===== src/rtl/dma_svc_pkg.sv =====
package dma_svc_pkg;

  typedef enum logic [1:0] {
    SVC_IDLE = 2'd0,
    SVC_SCAN = 2'd1,
    SVC_WAIT = 2'd2
  } svcState_e;

  // Strobes from the scan control to the count datapath
  typedef struct packed {
    logic offer;   // a request is presented this cycle
    logic commit;  // the device acknowledged the current offer
  } svcStrobe_t;

endpackage


===== src/rtl/dma_svc_ctrl.sv =====
module dma_svc_ctrl
  import dma_svc_pkg::*;
#(
  parameter int NUM_CTRL    = 2,
  parameter int CH_PER_CTRL = 4,
  parameter int NCH         = NUM_CTRL * CH_PER_CTRL,
  parameter int PTR_W       = $clog2(NCH)
) (
  input  logic                clk,
  input  logic                rstN,
  input  logic                tick,
  input  logic [NUM_CTRL-1:0] ctrlOff,
  input  logic [NCH-1:0]      chanMask,
  input  logic [NCH-1:0]      chanReq,
  input  logic                xferAck,
  output svcStrobe_t          strobe,
  output logic [PTR_W-1:0]    ptr
);

  svcState_e state;
  logic      ctrlIsOff;
  logic      eligible;
  logic      lastPtr;

  // Pick the off bit of the controller owning the current pointer
  always_comb begin
    ctrlIsOff = 1'b0;
    for (int k = 0; k < NUM_CTRL; k++) begin
      if (int'(ptr) / CH_PER_CTRL == k) ctrlIsOff = ctrlOff[k];
    end
  end

  assign eligible = !ctrlIsOff && !chanMask[ptr] && chanReq[ptr];
  assign lastPtr  = (ptr == PTR_W'(NCH - 1));

  always_ff @(posedge clk or negedge rstN) begin
    if (!rstN) begin
      state <= SVC_IDLE;
      ptr   <= '0;
    end else begin
      case (state)
        SVC_IDLE: begin
          if (tick) begin
            state <= SVC_SCAN;
            ptr   <= '0;
          end
        end
        SVC_SCAN: begin
          if (eligible) begin
            state <= SVC_WAIT;
          end else if (lastPtr) begin
            state <= SVC_IDLE;
          end else begin
            ptr <= ptr + PTR_W'(1);
          end
        end
        SVC_WAIT: begin
          if (xferAck) begin
            if (lastPtr) begin
              state <= SVC_IDLE;
            end else begin
              state <= SVC_SCAN;
              ptr   <= ptr + PTR_W'(1);
            end
          end
        end
        default: state <= SVC_IDLE;
      endcase
    end
  end

  assign strobe.offer  = (state == SVC_WAIT);
  assign strobe.commit = (state == SVC_WAIT) && xferAck;

endmodule


===== src/rtl/dma_svc_dp.sv =====
module dma_svc_dp
  import dma_svc_pkg::*;
#(
  parameter int                NUM_CTRL    = 2,
  parameter int                CH_PER_CTRL = 4,
  parameter int                CNT_W       = 16,
  parameter logic [NUM_CTRL-1:0] CTRL_WIDE = 2'b10,
  parameter int                NCH         = NUM_CTRL * CH_PER_CTRL,
  parameter int                PTR_W       = $clog2(NCH),
  parameter int                XW          = CNT_W + 2
) (
  input  logic                      clk,
  input  logic                      rstN,
  input  svcStrobe_t                strobe,
  input  logic [PTR_W-1:0]          ptr,
  input  logic [NCH-1:0][7:0]       chanMode,
  input  logic [NCH-1:0][CNT_W-1:0] baseCount,
  input  logic [NCH-1:0][CNT_W-1:0] curCount,
  input  logic [XW-1:0]             xferEnd,
  output logic [XW-1:0]             xferStart,
  output logic [XW-1:0]             xferSize,
  output logic                      xferMemWrite,
  output logic                      cntWe,
  output logic [PTR_W-1:0]          cntChan,
  output logic [CNT_W-1:0]          cntData,
  output logic [NCH-1:0]            tcPulse
);

  logic             wide;
  logic [7:0]       selMode;
  logic [XW-1:0]    selBase1;
  logic [XW-1:0]    endScaled;
  logic             endHit;
  logic             isCascade;

  // Width shift of the controller owning the pointer
  always_comb begin
    wide = 1'b0;
    for (int k = 0; k < NUM_CTRL; k++) begin
      if (int'(ptr) / CH_PER_CTRL == k) wide = CTRL_WIDE[k];
    end
  end

  assign selMode   = chanMode[ptr];
  assign selBase1  = XW'(baseCount[ptr]) + XW'(1);
  assign xferStart = XW'(curCount[ptr]) << wide;
  assign xferSize  = selBase1 << wide;
  assign endScaled = xferEnd >> wide;
  assign endHit    = (endScaled == selBase1);
  assign isCascade = (selMode[7:6] == 2'b11);

  // Only a write-type transfer may touch memory
  assign xferMemWrite = strobe.offer && (selMode[3:2] == 2'b01);

  always_ff @(posedge clk or negedge rstN) begin
    if (!rstN) begin
      cntWe   <= 1'b0;
      cntChan <= '0;
      cntData <= '0;
      tcPulse <= '0;
    end else begin
      cntWe   <= strobe.commit;
      tcPulse <= '0;
      if (strobe.commit) begin
        cntChan <= ptr;
        cntData <= endScaled[CNT_W-1:0];
        if (endHit && !isCascade) tcPulse[ptr] <= 1'b1;
      end
    end
  end

endmodule


===== src/rtl/dma_svc_engine.sv =====
module dma_svc_engine
  import dma_svc_pkg::*;
#(
  parameter int                  NUM_CTRL    = 2,
  parameter int                  CH_PER_CTRL = 4,
  parameter int                  CNT_W       = 16,
  parameter logic [NUM_CTRL-1:0] CTRL_WIDE   = 2'b10,
  localparam int                 NCH         = NUM_CTRL * CH_PER_CTRL,
  localparam int                 PTR_W       = $clog2(NCH),
  localparam int                 XW          = CNT_W + 2
) (
  input  logic                         clk,
  input  logic                         rstN,
  input  logic                         tick,
  input  logic [NUM_CTRL-1:0][7:0]     ctrlCmd,
  input  logic [NCH-1:0]               chanMask,
  input  logic [NCH-1:0]               chanReq,
  input  logic [NCH-1:0][7:0]          chanMode,
  input  logic [NCH-1:0][CNT_W-1:0]    baseCount,
  input  logic [NCH-1:0][CNT_W-1:0]    curCount,
  output logic                         xferReq,
  output logic [PTR_W-1:0]             xferChan,
  output logic [XW-1:0]                xferStart,
  output logic [XW-1:0]                xferSize,
  output logic                         xferMemWrite,
  input  logic                         xferAck,
  input  logic [XW-1:0]                xferEnd,
  output logic                         cntWe,
  output logic [PTR_W-1:0]             cntChan,
  output logic [CNT_W-1:0]             cntData,
  output logic [NCH-1:0]               tcPulse
);

  svcStrobe_t          strobe;
  logic [PTR_W-1:0]    ptr;
  logic [NUM_CTRL-1:0] ctrlOff;

  for (genvar k = 0; k < NUM_CTRL; k++) begin : g_off
    assign ctrlOff[k] = ctrlCmd[k][2];
  end

  dma_svc_ctrl #(
    .NUM_CTRL(NUM_CTRL), .CH_PER_CTRL(CH_PER_CTRL), .NCH(NCH), .PTR_W(PTR_W)
  ) u_ctrl (
    .clk(clk), .rstN(rstN), .tick(tick), .ctrlOff(ctrlOff),
    .chanMask(chanMask), .chanReq(chanReq), .xferAck(xferAck),
    .strobe(strobe), .ptr(ptr)
  );

  dma_svc_dp #(
    .NUM_CTRL(NUM_CTRL), .CH_PER_CTRL(CH_PER_CTRL), .CNT_W(CNT_W),
    .CTRL_WIDE(CTRL_WIDE), .NCH(NCH), .PTR_W(PTR_W), .XW(XW)
  ) u_dp (
    .clk(clk), .rstN(rstN), .strobe(strobe), .ptr(ptr),
    .chanMode(chanMode), .baseCount(baseCount), .curCount(curCount),
    .xferEnd(xferEnd), .xferStart(xferStart), .xferSize(xferSize),
    .xferMemWrite(xferMemWrite), .cntWe(cntWe), .cntChan(cntChan),
    .cntData(cntData), .tcPulse(tcPulse)
  );

  assign xferReq  = strobe.offer;
  assign xferChan = ptr;

endmodule


===== config.mk =====
export PLATFORM = sky130hd
export DESIGN_NAME = dma_svc_engine
export DESIGN_NICKNAME = d
export VERILOG_FILES = /design/src/rtl/dma_svc_pkg.sv /design/src/rtl/dma_svc_ctrl.sv /design/src/rtl/dma_svc_dp.sv /design/src/rtl/dma_svc_engine.sv
export SDC_FILE = /design/constraint.sdc
export NUM_CORES = 1
export LEC_CHECK = 0
export ABC_AREA = 1
export BUFFER_PORTS_ARGS = -buffer_cell sky130_fd_sc_hd__buf_4
export CAP_MARGIN = 10
export CORE_AREA = 2 2 173 175
export CTS_BUF_LIST = sky130_fd_sc_hd__clkbuf_8
export DETAILED_ROUTE_END_ITERATION = 12
export DIE_AREA = 0 0 175 177
export HOLD_SLACK_MARGIN = 0.15
export MAX_ROUTING_LAYER = met4
export PLACE_DENSITY = 0.46
export SYNTH_ARGS = -nofsm -noshare
export SYNTH_HDL_FRONTEND = slang
export SYNTH_SLANG_ARGS = --single-unit

===== constraint.sdc =====
create_clock -name clk -period 3.4 [get_ports clk]
set_input_delay 0.51 -clock clk [delete_from_list [all_inputs] [get_ports clk]]
set_output_delay 0.51 -clock clk [all_outputs]
set_load 0.02 [all_outputs]

==> impl_results.md <==
- Clock Power Share: 4.3%
- Synth warnings: 0
- Hold/Removal Path Class: in2async
- CP required: 2.89 ns
- Final WL: 31200 µm
- Largest buffer count on any clock path: 2
- Setup ws final: 0.110 ns
- Yosys reg bits: 33
- First-pass GRT wire length: 46000 µm
- Vias in the first global route: 8175
- WL/cell: 16.7 µm
- WS Path Type: reg2out
- Synthesis-to-finish area growth: 65.4%
- Critical path fanouts, max: 7
- Dpl hpwl: 25600 µm
- Sequential Power Share: 9.2%
- # Max-Cap Violations: 0
- Worst-Margin Slew: 0.515 ns
- First DRT Iteration DRCs: 361
- Root Buffer: clkbuf_8
- RSZ-0062 raised after global routing: yes
- Minimum clock period: 3.29 ns
- GRT Residual Overflow: 0
- Initial antenna violation count: 0
- Run status: finished, final reports clean
- Hold Fails Final Rpt: 0
- Initial Utilization: 19.4%
- Psw: 4.01 mW
- Reg2Reg Setup Slack: 0.39 ns
- Routed Antenna Nets: 0
- Mapped Cells: 1097
- Comb power frac: 86.5%
- GRT Util Overall: 19.9%
- Pre-antenna DRT Iters: 6
- Fill cells: 3401
- Average size of a mapped cell: 5.18 µm²
- Die area: 31000 µm²
- Drt drc: 0
- Share of cells above drive strength 1: 34.7%
- Via density: 4.37
- Fraction of registers with async set/reset: 100%
- Clock Sinks: 33
- CTS buffer count: 5
- Buffers on Ports: 395
- Fin crit share: 96.8%
- Worst r2r src: u_ctrl.ptr[2]
- Final Util: 32.1%
- Predominant post-synthesis flop cell: dfrtp_1
- Pwr Density: 728 nW/µm²
- CP endpoint kind: output port
- Worst Reg2Reg Path Length in Cells: 21
- Io pins: 443
- Startpoint type of the worst setup path: flip-flop
- Pre-CTS setup slack: 0.107 ns
- Clock Pin Slew Worst Setup and Hold Paths: 0.08 ns
- CTS tree: yes
- CP startpoint: u_ctrl.ptr[2]
- Number of synthesized flops with an enable pin: 0
- Critical path destination: xferSize[10]
- Row count: 63
- Worst r2r dst: u_dp.tcPulse[6]
- Worst Path Arrival: 2.78 ns
- Core area: 29200 µm²
- Syn_nets: 1478
- Slew HR: 65.4%
- Setup TNS: 0 ns
- Die W: 175 µm
- P_leak: 5.21 nW
- Internal power: 2.83 mW
- Unique cell type count in the Yosys netlist: 42
- Sequential area share after synthesis: 14.5%
- Switching share of power: 58.6%
- Post-CTS Hold Fix Bufs: 0
- Setup skew after layout: 0.00586 ns
- Routability cong.: 0.854
- Tot Pwr: 6.85 mW
- N_diodes: 0
- Final setup fails: 0
- Slew Limit Fails: 0
- Largest net degree at the start of global routing: 79
- Netlist Area Pre-Place: 5680 µm²
- Nets: 1857
- Maximum VDD drop: 507 µV
- # H-tree levels: 2
- DIE HEIGHT: 177 µm
- Worst skew pair latency: 0.29 ns
- FMAX: 0.304 GHz
- DR vias: 8150
==> layer usage <==
| metal | vias to the layer above | share of wire, % | GRT usage [%] |
|---|---|---|---|
| met5 | - | 0 | - |
| met4 | 0 | 2.7 | 4.83 |
| met3 | 44 | 6.0 | 3.76 |
| met2 | 280 | 53 | 38.1 |
| met1 | 3636 | 39 | 21.0 |
| li1 | 4190 | - | - |
==> critical path, cell delays in order (launching register included) <==
cell,delay (ns)
dfrtp_2,0.50
buf_12,0.16
nor2_8,0.20
buf_12,0.14
nand2_1,0.05
nand2_2,0.08
nor2_4,0.05
inv_1,0.07
ha_2,0.17
inv_1,0.07
nor2_4,0.14
nand2_4,0.09
nor2_8,0.14
nand2_1,0.09
nand2_1,0.11
nand3_1,0.09
o21ai_2,0.12
buf_4,0.19
==> flip-flops by register name, summed over array words and instances, names as in the netlist <==
| name | flops |
|---|---|
| u_dp.tcPulse | 8 |
| u_dp.cntChan | 3 |
| u_ctrl.ptr | 3 |
| u_dp.cntData | 16 |
| u_dp.cntWe | 1 |
| u_ctrl.state | 2 |
==> how the worst min path moves through the flow <==
stage,cells past startpoint,end,startpoint,slack (ns)
4_1_cts,1,u_dp.tcPulse[6],rstN,0.17
3_5_place_dp,2,u_dp.cntData[10],u_dp.cntData[10],0.48
2_1_floorplan,0,u_ctrl.ptr[0],rstN,0.21
3_3_place_gp,2,u_dp.cntData[10],u_dp.cntData[10],0.47
5_1_grt,1,u_dp.cntData[13],rstN,0.19
6_report,1,u_ctrl.state[0],rstN,0.16
==> power groups by stage <==
stage          logic, mW  registers, mW  clock network [mW]
2_1_floorplan       3.32          0.734                   0
3_3_place_gp        5.78          0.637                   0
3_5_place_dp        5.78          0.641                   0
4_1_cts             5.83          0.637               0.303
5_1_grt             6.56          0.650               0.330
6_report            5.92          0.631               0.294
==> synthesized netlist by cell type (2+ instances only) <==
cell	instances	area [µm²]
dfrtp_1	33	826
nand3_1	97	485
buf_4	7	52.6
nand2_2	9	56.3
buf_1	6	22.5
a221oi_1	3	26.3
inv_1	168	631
nand4_1	4	25.0
nor2_2	13	81.3
o211ai_1	8	60.1
clkbuf_1	27	101
nand3b_1	3	22.5
a21oi_1	5	25.0
o22ai_1	14	87.6
buf_6	6	67.6
nand3_2	6	60.1
nor2_8	2	40.0
buf_2	12	60.1
o2111ai_1	8	70.1
ha_1	7	87.6
or2_0	3	18.8
nor2_4	2	22.5
a22o_1	2	17.5
nand2_1	304	1140
o221ai_1	4	35.0
or2_2	14	87.6
inv_2	6	22.5
a31oi_1	3	18.8
o21ai_0	131	656
nor2_1	178	668
==> cell usage in the layout (no fill, tap or decap), drive strengths merged <==
cell	Yosys	final
o211ai	9	9
a221o	1	1
a22o	2	2
inv	174	175
buf	32	431
conb	1	1
o221ai	4	4
nor3	1	1
clkinv	1	3
ha	7	7
dfrtp	33	33
nor2	195	195
a221oi	3	3
o22ai	14	14
mux2i	1	1
xor2	1	1
o21ai	132	132
nand3b	3	3
a31oi	3	3
or2	17	17
o2111ai	8	8
xnor2	1	1
nand2	314	314
clkbuf	27	5
nand4	4	4
a21oi	5	5
o31ai	1	1
nand3	103	103
==> repair_timing <==
item | 4_1_cts | 5_1_grt
pin swaps | 1 | 8
endpoints found under the hold margin | 0 | 0
setup buffers | 1 | 6
gates cloned | 0 | 0
endpoints found under the setup margin | 11 | 11
resized for setup | 10 | 33
==> final cells by class <==
| cell class | count | area, µm² | share of cell area [%] |
|---|---|---|---|
| multi-input cells | 830 | 3960 | 42.2 |
| repair buffers | 431 | 3370 | 35.8 |
| flip-flops and latches | 33 | 832 | 8.85 |
| inverters | 175 | 664 | 7.07 |
| well taps | 390 | 488 | 5.19 |
| clock buffers | 5 | 68.8 | 0.732 |
| clock inverters | 3 | 13.8 | 0.146 |
==> per-stage QoR <==
stage,std cells,area (µm²),hold WS [ns]
2_1_floorplan,1097,5680,0.214
3_3_place_gp,1852,9090,0.473
3_5_place_dp,1852,9090,0.483
4_1_cts,1861,9210,0.170
5_1_grt,1867,9400,0.186
6_report,1867,9400,0.162
==> logic make-up after synthesis <==
group / share of synthesized area [%]
XOR/XNOR: 0.308
AO/OA/AOI/OAI: 18.2
adder cells (fa/ha/maj): 1.54
AND/OR/NAND/NOR: 48.0
multiplexers: 0.176
buffers and inverters: 17.2
other: 0.0660
flip-flops: 14.5
Power figures use the tool's default switching activity.
